### config.mk
export PLATFORM = sky130hd
export DESIGN_NAME = dword_blend_unit
export DESIGN_NICKNAME = d
export VERILOG_FILES = /design/src/rtl/blend_pkg.sv /design/src/rtl/blend_decode.sv /design/src/rtl/blend_lane_mux.sv /design/src/rtl/blend_out_stage.sv /design/src/rtl/dword_blend_unit.sv
export SDC_FILE = /design/constraint.sdc
export NUM_CORES = 1
export LEC_CHECK = 0
export ABC_AREA = 1
export CAP_MARGIN = 5
export CORE_AREA = 5 5 313 315
export DETAILED_ROUTE_END_ITERATION = 10
export DIE_AREA = 0 0 318 320
export DONT_BUFFER_PORTS = 1
export GPL_ROUTABILITY_DRIVEN = 0
export GPL_TIMING_DRIVEN = 1
export PLACE_DENSITY = 0.3
export SLEW_MARGIN = 20
export SYNTH_ARGS = -nofsm -noshare
export SYNTH_HDL_FRONTEND = slang
export SYNTH_SLANG_ARGS = --single-unit
### constraint.sdc
create_clock -name clk -period 1.1 [get_ports clk]
set_input_delay 0.22 -clock clk [delete_from_list [all_inputs] [get_ports clk]]
set_output_delay 0.22 -clock clk [all_outputs]
set_load 0.02 [all_outputs]
### src/rtl/blend_pkg.sv
package blend_pkg;
  localparam int LANE_W      = 32;
  localparam int IMM_W       = 8;
  localparam int SHORT_LANES = 4;
  localparam int LONG_LANES  = 8;

  localparam logic [7:0] BLEND_OPCODE = 8'h02;
  localparam logic [4:0] BLEND_MAP    = 5'd3;
  localparam logic [1:0] BLEND_PP     = 2'd1;

  typedef enum logic [1:0] {
    ENC_OTHER = 2'd0,
    ENC_LEGAL = 2'd1,
    ENC_FAULT = 2'd2
  } enc_kind_e;
endpackage

### src/rtl/blend_decode.sv
module blend_decode
  import blend_pkg::*;
(
  input  logic       enc_w,
  input  logic [7:0] enc_opcode,
  input  logic [4:0] enc_map,
  input  logic [1:0] enc_pp,
  output enc_kind_e  kind
);
  logic is_blend;

  assign is_blend = (enc_opcode == BLEND_OPCODE) &&
                    (enc_map == BLEND_MAP) &&
                    (enc_pp == BLEND_PP);

  always_comb begin
    if (!is_blend)  kind = ENC_OTHER;
    else if (enc_w) kind = ENC_FAULT;
    else            kind = ENC_LEGAL;
  end
endmodule

### src/rtl/blend_lane_mux.sv
module blend_lane_mux
  import blend_pkg::*;
#(
  parameter int MAX_VL = 256
) (
  input  logic [MAX_VL-1:0] src_a,
  input  logic [MAX_VL-1:0] src_b,
  input  logic [IMM_W-1:0]  imm,
  input  logic              vl_long,
  output logic [MAX_VL-1:0] dst
);
  localparam int LANES = MAX_VL / LANE_W;

  for (genvar g = 0; g < LANES; g++) begin : g_lane
    if (g < IMM_W) begin : g_masked
      logic lane_on;
      assign lane_on = vl_long ? (g < LONG_LANES) : (g < SHORT_LANES);
      assign dst[g*LANE_W +: LANE_W] =
        !lane_on  ? '0 :
        imm[g]    ? src_b[g*LANE_W +: LANE_W] :
                    src_a[g*LANE_W +: LANE_W];
    end else begin : g_beyond
      assign dst[g*LANE_W +: LANE_W] = '0;
    end
  end
endmodule

### src/rtl/blend_out_stage.sv
module blend_out_stage #(
  parameter int W = 256
) (
  input  logic         clk,
  input  logic         rst_n,
  input  logic         load,
  input  logic         load_result,
  input  logic         load_fault,
  input  logic [W-1:0] load_data,
  input  logic         out_ready,
  output logic         slot_free,
  output logic         out_valid,
  output logic         out_result,
  output logic         out_fault,
  output logic [W-1:0] out_data
);
  logic         res_q;
  logic         fault_q;
  logic [W-1:0] data_q;

  assign out_valid  = res_q | fault_q;
  assign out_result = res_q;
  assign out_fault  = fault_q;
  assign out_data   = data_q;
  assign slot_free  = !out_valid || out_ready;

  always_ff @(posedge clk or negedge rst_n) begin
    if (!rst_n) begin
      res_q   <= 1'b0;
      fault_q <= 1'b0;
      data_q  <= '0;
    end else if (load) begin
      res_q   <= load_result;
      fault_q <= load_fault;
      data_q  <= load_fault ? '0 : load_data;
    end else if (out_ready) begin
      res_q   <= 1'b0;
      fault_q <= 1'b0;
    end
  end

  // a stalled response holds
  a_r7_hold_stalled: assert property (@(posedge clk) disable iff (!rst_n)
    (out_valid && !out_ready) |=> (out_valid && $stable(out_data) &&
                                   $stable(out_result) && $stable(out_fault)));

  // result and fault never together
  a_r5_exclusive: assert property (@(posedge clk) disable iff (!rst_n)
    !(out_result && out_fault));
endmodule

### src/rtl/dword_blend_unit.sv
module dword_blend_unit
  import blend_pkg::*;
#(
  parameter int MAX_VL = 256
) (
  input  logic              clk,
  input  logic              rst_n,
  input  logic              in_valid,
  output logic              in_ready,
  input  logic              vl_long,
  input  logic              enc_w,
  input  logic [7:0]        enc_opcode,
  input  logic [4:0]        enc_map,
  input  logic [1:0]        enc_pp,
  input  logic [7:0]        imm,
  input  logic [MAX_VL-1:0] src_a,
  input  logic [MAX_VL-1:0] src_b,
  output logic              out_valid,
  input  logic              out_ready,
  output logic              out_result,
  output logic              out_fault,
  output logic [MAX_VL-1:0] out_data
);
  localparam int SHORT_W = SHORT_LANES * LANE_W;

  enc_kind_e         kind;
  logic [MAX_VL-1:0] blended;
  logic              accept;

  blend_decode u_decode (
    .enc_w      (enc_w),
    .enc_opcode (enc_opcode),
    .enc_map    (enc_map),
    .enc_pp     (enc_pp),
    .kind       (kind)
  );

  blend_lane_mux #(.MAX_VL(MAX_VL)) u_mux (
    .src_a   (src_a),
    .src_b   (src_b),
    .imm     (imm),
    .vl_long (vl_long),
    .dst     (blended)
  );

  assign accept = in_valid && in_ready;

  blend_out_stage #(.W(MAX_VL)) u_out (
    .clk         (clk),
    .rst_n       (rst_n),
    .load        (accept),
    .load_result (kind == ENC_LEGAL),
    .load_fault  (kind == ENC_FAULT),
    .load_data   (blended),
    .out_ready   (out_ready),
    .slot_free   (in_ready),
    .out_valid   (out_valid),
    .out_result  (out_result),
    .out_fault   (out_fault),
    .out_data    (out_data)
  );

  // legal operation yields a result next cycle
  a_r2_result_next: assert property (@(posedge clk) disable iff (!rst_n)
    (accept && kind == ENC_LEGAL) |=> (out_valid && out_result));

  // short form clears upper destination bits
  a_r3_upper_zero: assert property (@(posedge clk) disable iff (!rst_n)
    (accept && kind == ENC_LEGAL && !vl_long) |=>
      (out_data[MAX_VL-1:SHORT_W] == '0));

  // W set faults with zero data
  a_r5_fault: assert property (@(posedge clk) disable iff (!rst_n)
    (accept && kind == ENC_FAULT) |=>
      (out_fault && !out_result && out_data == '0));

  // other encodings leave no response
  a_r6_drop: assert property (@(posedge clk) disable iff (!rst_n)
    (accept && kind == ENC_OTHER) |=> !out_valid);
endmodule

==> flow_metrics.py, run 1 <==
metrics = {
    "synth": {
        "synth_cells": 2098,
        "synthesis.area_mm2": 0.0140,
        "yosys_warnings": 0,
        "muxShareOfSynthArea": 0,
        "yosys.area_share.simple": 0.350,
        "yosysSeqAreaShare": 0.460,
        "synth_area_leaders": "dfrtp_1, nand2_1, a21oi_1",
        "synth.avg_cell_area_um2": 6.69,
        "synth_cell_types": 17,
        "synth_fa_ha_area_frac": 0,
        "synthesis.nets": 2639,
        "synth_top_area_share": 0.460,
        "synth_compound_area_frac": 0.0919,
        "ys_ff_latch": 258,
        "post-synth-top-area-cell": "dfrtp_1",
        "synth_top_family_by_area": "simple AND/OR/NAND/NOR gates",
        "synth_xor_xnor_area_share": 0,
    },
    "layout": {
        "fin_nets": 3088,
        "final_cell_mix": "nand2_1, dlygate4sd3_1, dfrtp_2",
        "layout-drive-gt1-share": 0.307,
        "mostFrequentLayoutCell": "nand2_1",
        "fin_area_mm2": 0.0244,
        "fillCellCount": 10103,
        "area_growth_pct": 74.0,
    },
    "timing": {
        "rsz0062_at_grt": "yes",
        "setup-tns-final_ns": -169.43,
        "max-slew-margin-rel": 0.356,
        "whs_ns": -0.610,
        "fin_ws_ns": -0.614,
        "worstMarginPinSlew_ns": 0.966,
        "setup_viol": 518,
        "fmax_mhz": 584,
        "report.final.slew_viol_count": 0,
        "fin_crit_ns": 1.71,
        "finClkSkew_ns": 0.0121,
        "timing.final.crit_share": 1.56,
        "hold_viol": 258,
    },
    "place": {
        "hpwl_um": 49600,
        "place_area_mm2": 0.0159,
        "port_buffers": 0,
        "dp_slack_ns": -0.650,
    },
    "run_status": {
        "status": "finished with violations",
        "failed_checks": "hold timing, setup timing",
    },
    "clock_tree": {
        "worstSkewPairLatency_ns": 0.55,
        "cts_tree": "yes",
        "clock_path_buffers": 3,
        "holdBufCountCts": 400,
        "clk_pin_slew_ns": 0.06,
        "h-tree-depth": 2,
        "ctsRootBufferMaster": "clkbuf_16",
        "clkSinkCount": 258,
        "cts_buffers": 35,
    },
    "global_routing": {
        "grt_pass1_wl_um": 106000,
        "grt_max_degree": 259,
        "first_global_vias": 16341,
        "grt_use_total": 0.135,
        "antenna_found_initial": 2,
        "gr-total-overflow": 0,
    },
    "worst_setup_path": {
        "cp_max_fo": 3,
        "arrival_ns": 1.49,
        "cp-end-kind": "primary output",
        "worstSetupStartpointType": "flop",
        "crit_type": "reg -> out",
        "critPathRequiredTime_ns": 0.88,
    },
    "routing": {
        "wl_per_cell_um": 19.9,
        "drt_iter0_drc": 736,
        "drt-pass1-iter-count": 5,
        "drtAntennaViolNets": 0,
        "route.detailed.drc": 0,
        "viasPerCell": 4.05,
        "wl_um": 76300,
        "vias": 15529,
    },
    "die": {
        "die_y_um": 320,
        "fp.coreArea_mm2": 0.0946,
        "fp-row-count": 113,
        "start_util": 0.148,
        "die_x_um": 318,
        "die-area_mm2": 0.102,
        "ioPinCount": 801,
    },
    "power_and_ir_drop": {
        "power_density_mw_per_mm2": 1220,
        "peakVddDrop_mv": 0.767,
        "leakage_nw": 11.2,
    },
    "worst_hold_path": {
        "hold_class": "in -> async",
    },
    "run": {
        "max_cap_viol_count": 0,
    },
}
[sequential cells by signal, indices dropped and copies added, names as in the netlist]
signal,flops
u_out.out_fault,1
u_out.out_data,256
u_out.out_result,1
[metrics by stage]
stage | cells | total power [W] | hold slack (ns) | util
after floorplan | 2098 | 0.0143 | -0.0756 | -
after global placement | 3312 | 0.0156 | -0.0617 | 0.168
after detailed placement | 3312 | 0.0155 | -0.0649 | 0.168
after CTS | 3801 | 0.0293 | -0.668 | 0.235
after global routing | 3837 | 0.0314 | -0.656 | 0.258
final | 3838 | 0.0298 | -0.610 | 0.258
[worst paths after layout]
kind | start | end | slack (ns) | cells past startpoint
setup / recovery | u_out.out_result | out_valid | -0.61 | 5
hold / removal | rst_n | u_out.out_data[83] | -0.61 | 0
setup reg to reg | u_out.out_result | u_out.out_data[161] | -0.60 | 9
hold reg to reg | u_out.out_data[138] | u_out.out_data[138] | 0.57 | 2
max in group asynchronous | rst_n | u_out.out_data[243] | 1.20 | 0
min in group clk | imm[4] | u_out.out_data[146] | 0.03 | 5
[area by class of cell]
type | count | area [um^2] | share of cell area
sequential | 258 | 6770 | 0.277
multi-input combinational | 1562 | 7940 | 0.325
clock inverter | 7 | 92.6 | 0.00379
inverter | 139 | 524 | 0.0215
clock buffer | 55 | 1050 | 0.0430
timing repair buffer | 551 | 6480 | 0.265
tap | 1265 | 1580 | 0.0648
antenna | 1 | 2.50 | 0.000102
[power breakdown]
| part | internal, W | total, W | switching, W | leakage [nW] |
|---|---|---|---|---|
| combinational | 0.00274 | 0.00542 | 0.00268 | 7.71 |
| clock | 0.00682 | 0.0115 | 0.00466 | 0.555 |
| sequential | 0.0106 | 0.0129 | 0.00228 | 2.96 |
| total | 0.0202 | 0.0298 | 0.00962 | 11.2 |
[kinds of logic (layout without fill, tap and decap cells)]
logic type / after synthesis / after routing
buf+inv: 279 / 752
flops: 258 / 258
other cells: 0 / 1
simple gates: 1304 / 1305
compound gates: 257 / 257
[worst max-delay path, cell delays in order, from the launching register on]
cell and delay (ns):
dfrtp_2 0.42, buf_8 0.15, nor2_4 0.12, buf_6 0.11, inv_4 0.03, buf_12 0.12
[synthesized netlist by cell type]
cell and count:
o21ai_2 1, buf_4 2, nand2_2 1, nand2_1 1160, nand3b_1 1, o21ai_0 128, dfrtp_1 258, nor2_1 136
clkbuf_1 43, buf_1 12, nand4_1 2, buf_6 36, buf_2 47, nand3_1 2, inv_1 139, a21oi_1 128
nor2_2 2
[timing repair]
item | CTS | global route
setup buffers | 14 | 21
hold endpoints to repair | 472 | 258
pin swaps | 46 | 125
gates resized for setup | 153 | 622
cloned | 16 | 23
endpoints found under the setup margin | 518 | 518
[per-layer routing]
layer	share of wire	wire length (um)	global-route usage	vias to the layer above
met2	0.52	39300	0.247	711
met3	0.079	6060	0.0453	172
met4	0.042	3180	0.0566	0
met1	0.36	27700	0.142	7373
met5	0	0	0	-
li1	-	-	-	7273
No activity file was read; power rests on OpenSTA's default activity.
==> run 2, diff against run 1 <==
- CORE_AREA: 5 5 313 315 -> 8 8 307 309
- DIE_AREA: 0 0 318 320 -> 0 0 315 317
==> run 2 against run 1 <==
Global-route usage increased by 1.4 points. Critical path depth increased by 5. Sequential cell count unchanged. The run still ends with hold timing, setup timing left. Fmax is 1.6% lower. Clock power is essentially flat. Non-clock buffer count is 9 lower. Worst hold slack improved by 0.0019 ns. Cell count is 2.5% lower. Utilization increased by 2.3 points. Wire length rose by 3.8%.
==> flow_metrics.py, run 2 (same netlist as run 1, synthesis figures left out) <==
metrics = {
    "run_status": {
        "status": "finished with violations",
        "failed_checks": "hold timing, setup timing",
    },
    "power_and_ir_drop": {
        "p_sw_w": 0.00991,
        "power.internal_w": 0.0206,
        "power.share.clock": 0.383,
        "comb_power_share": 0.192,
        "power_density_mw_per_mm2": 1210,
        "peakVddDrop_mv": 0.737,
        "seqPwrFrac": 0.426,
        "swShare": 0.325,
        "leakage_nw": 11.5,
    },
    "run": {
        "max_cap_viol_count": 0,
    },
    "clock_tree": {
        "worstSkewPairLatency_ns": 0.54,
        "ctsRootBufferMaster": "clkbuf_16",
        "clkSinkCount": 258,
        "cts_tree": "yes",
        "clock_path_buffers": 3,
        "h-tree-depth": 2,
        "holdBufCountCts": 366,
        "clk_pin_slew_ns": 0.06,
        "cts_buffers": 36,
    },
    "routing": {
        "drt_iter0_drc": 676,
        "drt-pass1-iter-count": 5,
        "route.detailed.drc": 0,
        "wl_um": 79200,
        "vias": 15662,
        "wl_per_cell_um": 21.2,
        "viasPerCell": 4.19,
        "drtAntennaViolNets": 0,
    },
    "layout": {
        "largest_reg_flops": 256,
        "fillCellCount": 9445,
        "final_cell_mix": "nand2_1, dlygate4sd3_1, dfrtp_2",
        "layout-drive-gt1-share": 0.365,
        "mostFrequentLayoutCell": "nand2_1",
        "area_growth_pct": 79.1,
        "fin_nets": 3081,
        "fin_area_mm2": 0.0252,
        "regArea_mm2": 0.00678,
        "multiInputGateArea_mm2": 0.00848,
    },
    "timing": {
        "max-slew-margin-rel": 0.301,
        "fin_crit_ns": 1.74,
        "report.final.slew_viol_count": 0,
        "worstMarginPinSlew_ns": 1.04,
        "fin_ws_ns": -0.641,
        "timing.final.crit_share": 1.58,
        "setup_viol": 518,
        "fmax_mhz": 574,
        "rsz0062_at_grt": "yes",
        "finClkSkew_ns": 0.0149,
        "whs_ns": -0.608,
        "hold_viol": 258,
    },
    "global_routing": {
        "grt_pass1_wl_um": 112000,
        "grt_max_degree": 259,
        "grt_use_total": 0.148,
        "gr-total-overflow": 0,
        "first_global_vias": 16765,
        "antenna_found_initial": 3,
    },
    "worst_setup_path": {
        "crit_type": "reg -> reg",
        "arrival_ns": 2.17,
        "cp_max_fo": 6,
        "cp-end-kind": "flop",
        "worstSetupStartpointType": "flop",
        "critPathRequiredTime_ns": 1.53,
    },
    "place": {
        "place_area_mm2": 0.0158,
        "port_buffers": 0,
        "hpwl_um": 51700,
        "dp_slack_ns": -0.593,
    },
    "worst_hold_path": {
        "hold_class": "in -> async",
    },
    "die": {
        "die-area_mm2": 0.0999,
        "start_util": 0.157,
        "die_x_um": 315,
        "fp-row-count": 110,
        "ioPinCount": 801,
        "die_y_um": 317,
        "fp.coreArea_mm2": 0.0893,
    },
}
==> run 2: changes by cell type in the layout (fill, tap and decap cells not counted), sizes merged, moves of 2 or more <==
cell / change
clkinv: +2
dlygate4sd3: -35
clkbuf: -17
buf: +39
dlymetal6s4s: +2
==> run 2: cell type report <==
type | count | area share
inverter | 139 | 0.0209
tap | 1176 | 0.0585
sequential | 258 | 0.269
clock inverter | 9 | 0.00348
multi-input combinational | 1563 | 0.337
timing repair buffer | 542 | 0.268
antenna | 1 | 0.0000995
clock buffer | 53 | 0.0428
==> run 2: metal layers <==
metal  up-vias  track usage  share of wire
li1       7282            -              -
met1      7506        0.160           0.36
met2       691        0.264           0.51
met3       181       0.0498          0.086
met4         2       0.0639          0.048
met5         -            0        0.00015
==> run 2: repair_timing <==
action                                  4_1_cts  5_1_grt
gates cloned                                 48        6
endpoints found under the setup margin      518      518
hold endpoints to repair                    462      258
buffers inserted                             31        3
pin swaps                                   145      133
gates resized for setup                     441      546
==> run 2: worst paths after layout <==
kind | to | cells past startpoint | startpoint | slack, ns
max in group asynchronous | u_out.out_data[247] | 0 | rst_n | 1.23
worst max-delay path | u_out.out_data[151] | 10 | u_out.out_fault | -0.64
worst min register to register | u_out.out_data[132] | 2 | u_out.out_data[132] | 0.50
worst min-delay path | u_out.out_data[90] | 0 | rst_n | -0.61
min in group clk | u_out.out_data[181] | 5 | imm[5] | 0.03
worst max register to register | u_out.out_data[151] | 10 | u_out.out_fault | -0.64
==> run 2: power by group through the flow <==
stage,clock [W],combinational [W],sequential (W)
floorplan,0,0.00209,0.0122
global placement,0,0.00274,0.0129
detailed placement,0,0.00277,0.0128
CTS,0.0123,0.00551,0.0127
global route,0.0126,0.00639,0.0131
finish,0.0117,0.00585,0.0130
==> run 2: worst max-delay path: stages, from the launching register on <==
cell,delay [ns]
dfrtp_2,0.43
o21ai_4,0.20
buf_12,0.14
nand2_8,0.05
buf_12,0.12
buf_16,0.13
buf_12,0.15
buf_8,0.14
buf_16,0.14
nand2_4,0.05
nand2_2,0.05
==> run 2: per-stage QoR <==
stage / power, W / utilization / TNS (ns) / cells
final: 0.0305 / 0.282 / -162.19 / 3741
after global routing: 0.0321 / 0.282 / -192.54 / 3741
after CTS: 0.0305 / 0.267 / -197.83 / 3742
after detailed placement: 0.0156 / 0.177 / -110.80 / 3238
after global placement: 0.0156 / 0.177 / -105.84 / 3238
after floorplan: 0.0143 / - / -76.02 / 2098
